File: config.mk
export PLATFORM = sky130hd
export DESIGN_NAME = status_srq
export DESIGN_NICKNAME = d
export VERILOG_FILES = /design/src/rtl/status_srq.sv
export SDC_FILE = /design/constraint.sdc
export NUM_CORES = 1
export LEC_CHECK = 0
export ABC_AREA = 1
export BUFFER_PORTS_ARGS = -buffer_cell sky130_fd_sc_hd__buf_2
export CAP_MARGIN = 20
export CORE_UTILIZATION = 42
export CTS_BUF_LIST = sky130_fd_sc_hd__clkbuf_4 sky130_fd_sc_hd__clkbuf_8
export CTS_CLUSTER_DIAMETER = 200
export DETAILED_ROUTE_END_ITERATION = 10
export PLACE_DENSITY_LB_ADDON = 0.25
export SYNTH_ARGS = -nofsm -noshare
export SYNTH_HDL_FRONTEND = slang
export SYNTH_SLANG_ARGS = --single-unit
File: constraint.sdc
create_clock -name clk -period 1.66 [get_ports clk]
set_input_delay 0.166 -clock clk [delete_from_list [all_inputs] [get_ports clk]]
set_output_delay 0.166 -clock clk [all_outputs]
set_load 0.01 [all_outputs]
File: src/rtl/status_srq.sv
module status_srq #(
  parameter int STD_W = 8,
  parameter int EXT_W = 16
) (
  input  logic             clk,
  input  logic             rst_n,
  input  logic [STD_W-1:0] std_evt_i,
  input  logic [STD_W-1:0] std_en_i,
  input  logic [EXT_W-1:0] ext_evt_i,
  input  logic [EXT_W-1:0] ext_en_i,
  input  logic             err_nempty_i,
  input  logic             out_nempty_i,
  input  logic             sre_we_i,
  input  logic [7:0]       sre_wdata_i,
  input  logic             cls_i,
  input  logic             stq_rd_i,
  input  logic             spoll_rd_i,
  output logic [7:0]       sre_o,
  output logic             rd_valid_o,
  output logic [7:0]       rd_data_o,
  output logic             srq_o
);
  localparam logic [7:0] SRE_MASK = 8'hBF;

  logic [STD_W-1:0] std_q;
  logic [7:0]       sre_q;
  logic             mss_d, rqs_q;

  logic ees, esb, mss, mss_rise;
  logic [7:0] low_byte;

  assign ees      = |(ext_evt_i & ext_en_i);
  assign esb      = |(std_q & std_en_i);
  assign low_byte = {2'b00, esb, out_nempty_i, 1'b0, err_nempty_i, ees, 1'b0};
  assign mss      = |(low_byte & sre_q);
  assign mss_rise = mss & ~mss_d;

  always_ff @(posedge clk) begin
    if (!rst_n) begin
      std_q      <= '0;
      sre_q      <= '0;
      mss_d      <= 1'b0;
      rqs_q      <= 1'b0;
      rd_valid_o <= 1'b0;
      rd_data_o  <= '0;
    end else begin
      std_q <= (cls_i ? '0 : std_q) | std_evt_i;
      if (sre_we_i) sre_q <= sre_wdata_i & SRE_MASK;
      mss_d <= mss;
      rqs_q <= mss & (mss_rise | (rqs_q & ~spoll_rd_i));
      rd_valid_o <= stq_rd_i | spoll_rd_i;
      if (spoll_rd_i)    rd_data_o <= low_byte | {1'b0, rqs_q, 6'b0};
      else if (stq_rd_i) rd_data_o <= low_byte | {1'b0, mss, 6'b0};
    end
  end

  assign sre_o = sre_q;
  assign srq_o = rqs_q;

  a_r1_zero_bits: assert property (@(posedge clk) disable iff (!rst_n)
    rd_valid_o |-> (rd_data_o[7] == 1'b0 && rd_data_o[3] == 1'b0 && rd_data_o[0] == 1'b0));

  always_comb a_r7_bit6_zero: assert (sre_q[6] == 1'b0);

  a_r5_cls_empties: assert property (@(posedge clk) disable iff (!rst_n)
    (cls_i && std_evt_i == '0) |=> std_q == '0);

  a_r8_rise_sets: assert property (@(posedge clk) disable iff (!rst_n)
    (mss && !mss_d) |=> srq_o);

  a_r9_poll_clears: assert property (@(posedge clk) disable iff (!rst_n)
    (spoll_rd_i && !(mss && !mss_d)) |=> !srq_o);

  a_r10_fall_clears: assert property (@(posedge clk) disable iff (!rst_n)
    !mss |=> !srq_o);
endmodule

# == Word-level counts from Yosys, hierarchy flattened ==
# Cells that the tools add are included.
# op_classes
n_bitwise,13
reduce_logical,4
muxes,3
# op_table
op,n
$mux W8,3
$and A16 B16 Y16,1
$reduce_or A16 Y1,1
$reduce_or A8 Y1,2
$or A6 B7 Y7,2
$and A6 B8 Y8,1
$and A8 B8 Y8,1
$or A8 B8 Y8,1
$and A1 B1 Y1,3
$not A1 Y1,2
$or A1 B1 Y1,2
$reduce_bool A2 Y1,1
# word_totals
output_inout_bits,18
ff_bits,26
input_bits,64

# == Logic depth before layout (Yosys ltp) ==
# depth
word_depth,7
mapped_depth,8
mapped_depth_nobuf,8

# == Least setup slack after synthesis ==
# No wires, ideal clock.
# synth_path
kind,flip-flop to flip-flop
startpoint,register sre_q[2] (netlist: sre_o[2])
endpoint,register rd_data_o[6]
path_slack_ps,707
path_stages_with_launch,6
arrival_ps,841
n_path_buf,0
t_required_ps,1548
path_cell_list,dfxtp_1 a22o_1 a21oi_2 nand3_1 nand2_1 nand2_1
# synth_via
elab_chain_len,5
# synth_lines
element,line_no,source
start: declaration,26,logic [7:0] sre_q;
start signal: assignment,48,if (sre_we_i) sre_q <= sre_wdata_i & SRE_MASK;
$and A6 B8 Y8,35,assign mss = |(low_byte & sre_q);
$reduce_or A8 Y1,35,
$or A6 B7 Y7,53,"else if (stq_rd_i) rd_data_o <= low_byte | {1'b0, mss, 6'b0};"
$mux W8,53,
$mux W8,52,"if (spoll_rd_i) rd_data_o <= low_byte | {1'b0, rqs_q, 6'b0};"
end signal: assignment,52,
end signal: assignment,53,
end: declaration,20,"output logic [7:0] rd_data_o,"
# No other way between the ends. The select of a mux whose other input is x is not followed.
# A chain may end at the register's enable or synchronous reset.

# == Worst setup path in the final report ==
# layout_path
startpoint,register std_q[6]
endpoint,register rd_data_o[6]
# layout_via
elab_chain_len,7
# layout_lines
element,line_no,source
start: declaration,25,logic [STD_W-1:0] std_q;
start signal: assignment,47,std_q <= (cls_i ? '0 : std_q) | std_evt_i;
$and A8 B8 Y8,33,assign esb = |(std_q & std_en_i);
$reduce_or A8 Y1,33,
$and A6 B8 Y8,35,
$reduce_or A8 Y1,35,
$or A6 B7 Y7,53,
$mux W8,53,
$mux W8,52,
# No other way between the ends. The select of a mux whose other input is x is not followed.

==> key figures <==
Global routing
  – Total global routing overflow: 0
  – GRT Total Usage: 0.2252
  – Initial antenna violation count: 0
  – Largest net degree at the start of global routing: 15
  – First-pass GRT wire length: 4.381 mm
  – Vias in the first global route: 1129

Floorplanning
  – Die area: 0.002530 mm²
  – Row count: 17
  – Die W: 50.30 µm
  – I/O Pins: 82
  – Initial core utilization: 0.4429
  – Core ar.: 0.002212 mm²
  – Die Height: 50.30 µm

Setup path
  – FF-to-FF path depth: 8
  – Worst path slowest cell: dfxtp_1
  – CP peak stage delay: 0.33 ns
  – Crit path buffers/inverters: 0
  – Worst R2R Setup Slack: 0.57 ns
  – Critical path startpoint: std_q[6]
  – Worst endpoint data arrival time: 1.30 ns
  – Reg2Reg Launch Point: std_q[6]
  – Crit path top cell by count: nand2_1
  – Cell count along the critical path: 8
  – CP Class: flip-flop to flip-flop
  – Reg2reg end: rd_data_o[6]
  – Setup crit end: rd_data_o[6]
  – Critical path startpoint category: flip-flop
  – Crit. End Element: flip-flop
  – CP required: 1.88 ns
  – Peak fanout along the critical path: 2
  – Largest delay contributor family on the critical path: simple AND/OR/NAND/NOR gates
  – Cells along the critical path: nand2_1 -> nand2_1 -> nor2_1 -> nand2_1 -> a21oi_2 -> nand3_1 -> nand2_1 -> nand2_1

Pwr
  – Worst vdd ir: 0.5222 mV
  – Overall Power: 0.001093 W
  – Static Leak: 0.8138 nW
  – P per Cell Area: 781.4 mW/mm²

Cells and area
  – Share of layout cells above drive strength 1: 0.3818
  – Commonest non-fill, non-tap cells in the layout: buf_2 (76), nand2_1 (50), nor2_1 (29)
  – Commonest non-fill, non-tap cell in the layout: buf_2
  – ANT cells: 0
  – Fin nets: 285
  – Filler cells: 226
  – P&R area growth vs syn: 42.78%

CTS
  – Bufs on Longest Clock Path: 2
  – Clock Latency Late Sink: 0.30 ns
  – Clock root buffer: clkbuf_4
  – H-tree levels: 1
  – CTS resizes: 0
  – TritonCTS clock tree: done
  – Setup bufs post-CTS: 0
  – CTS Sinks: 23
  – Worst-path clk slew: 0.13 ns
  – Hold Buf Count CTS: 0
  – CTS buffer count: 3

STA
  – Final setup violation count: 0
  – Period utilization: 0.6543
  – RSZ-0062 raised after global routing: false
  – Setup clock skew after layout: 0.003455 ns
  – F_max: 920.7 MHz
  – Final TNS setup: 0 ns
  – Minimum clock period after layout: 1.086 ns
  – Max Slew Vio Count: 0
  – Final Hold Vio Count: 0

Worst hold path
  – Hold Path Depth: 3
  – Hold WC Path Type: input port to flip-flop

Logic synthesis
  – Yosys top cell area share: 0.4700
  – Synth area leader: dfxtp_1
  – Mapped Cells: 142
  – Syn. warnings: 0
  – Synth Area in XOR/XNOR: 0
  – Mean Syn Cell Area: 6.899 µm²
  – Post-synthesis mux area share: 0
  – Top cells by area, synth: dfxtp_1 (47%), nand2_1 (19%), nor2_1 (11%), a21oi_1 (4.1%), o21ai_0 (3.6%)
  – FF+latch count, synth: 23
  – Combinational family with the most area after synthesis: simple AND/OR/NAND/NOR gates
  – Adder-Cell Fraction of Synth Area: 0
  – Simple-gate share of the synthesized area: 0.3512
  – Post-synthesis compound-gate area fraction: 0.1201
  – Cell Area, Synth: 979.7 µm²
  – Register area share after synthesis: 0.4700
  – Distinct cells, synth: 18

Drt
  – Post-route ant nets: 0
  – DRC viols: 0
  – Drt pass-1 iters: 4
  – Wirelength per Cell: 9.976 µm
  – Routed Wire Length: 2.474 mm
  – Avg Vias per Cell: 4.532
  – Via count: 1124
  – Initial DRC Count: 22

Place
  – HPWL after DPL: 2.031 mm
  – Port bufs: 76
  – Gp weighted congestion: 0.7724

Flow run
  – Max Cap Violations: 0

Run status
  – Outcome: completed
-- sequential cells by signal, indices dropped and copies added, names as in the netlist --
name,count
srq_o,1
std_q,8
rd_valid_o,1
sre_o,7
mss_d,1
rd_data_o,5
-- cell families (layout without fill, tap and decap cells) --
family,after synthesis,count (layout)
other cells,1,4
compound gates,21,21
flops,23,23
buf+inv,10,85
simple gates,87,87
-- cell type report --
cell class              instances  area, µm²  area share
clock inverters                 1      5.005    0.003578
inverters                       5      18.77     0.01342
repair buffers                 76      380.4      0.2719
well taps                      28      35.03     0.02504
flip-flops and latches         23      460.4      0.3292
multi-input cells             112      476.7      0.3408
clock buffers                   3      22.52     0.01610
-- where the power goes --
group	leakage, nW	internal, W	switching [W]	total [W]
combinational	0.604	0.000109	0.000114	0.000223
clock	0.0177	0.0000898	0.000166	0.000255
sequential	0.192	0.000593	0.0000210	0.000614
total	0.814	0.000792	0.000301	0.00109
-- worst register-to-register path: stages, from the launching register on --
cell and delay, ns:
dfxtp_1 0.33, nand2_1 0.06, nand2_1 0.05, nor2_1 0.10, nand2_1 0.09, a21oi_2 0.15
nand3_1 0.09, nand2_1 0.07, nand2_1 0.05
-- Yosys cell counts --
cell	instances
a21boi_0	1
a21oi_1	8
a21oi_2	1
a22o_1	1
buf_2	1
buf_4	4
conb_1	1
dfxtp_1	23
inv_1	4
inv_2	1
nand2_1	50
nand3_1	6
nor2_1	29
nor2_2	1
nor2_4	1
o21a_1	1
o21ai_0	7
o21ai_1	2
-- worst min path at each step --
stage / slack (ns) / startpoint / to
after floorplan: 0.27 / err_nempty_i / rd_data_o[2]
after global placement: 0.37 / std_evt_i[3] / std_q[3]
after detailed placement: 0.38 / std_evt_i[3] / std_q[3]
after CTS: 0.05 / std_evt_i[3] / std_q[3]
after global routing: 0.05 / std_evt_i[2] / std_q[2]
final: 0.06 / std_evt_i[3] / std_q[3]
-- per-stage QoR --
step / instances / hold WS [ns] / utilization / worst slack [ns] / area, µm²
6_report: 248 / 0.05625 / 0.6324 / 0.5739 / 1399
4_1_cts: 248 / 0.05064 / 0.6324 / 0.5633 / 1399
3_5_place_dp: 244 / 0.3791 / 0.6199 / 0.5785 / 1371
2_1_floorplan: 145 / 0.2691 / - / 0.7073 / 991.0
5_1_grt: 248 / 0.04696 / 0.6324 / 0.4237 / 1399
3_3_place_gp: 244 / 0.3726 / 0.6199 / 0.6207 / 1371
-- per-layer routing --
layer / vias up / GRT usage / routed length, µm
met3: 6 / 0.03636 / 109
met5: - / 0 / 0
met1: 486 / 0.2528 / 1065
met2: 35 / 0.3956 / 1262
met4: 0 / 0.1343 / 36
li1: 597 / - / -
Power figures use the tool's default switching activity.
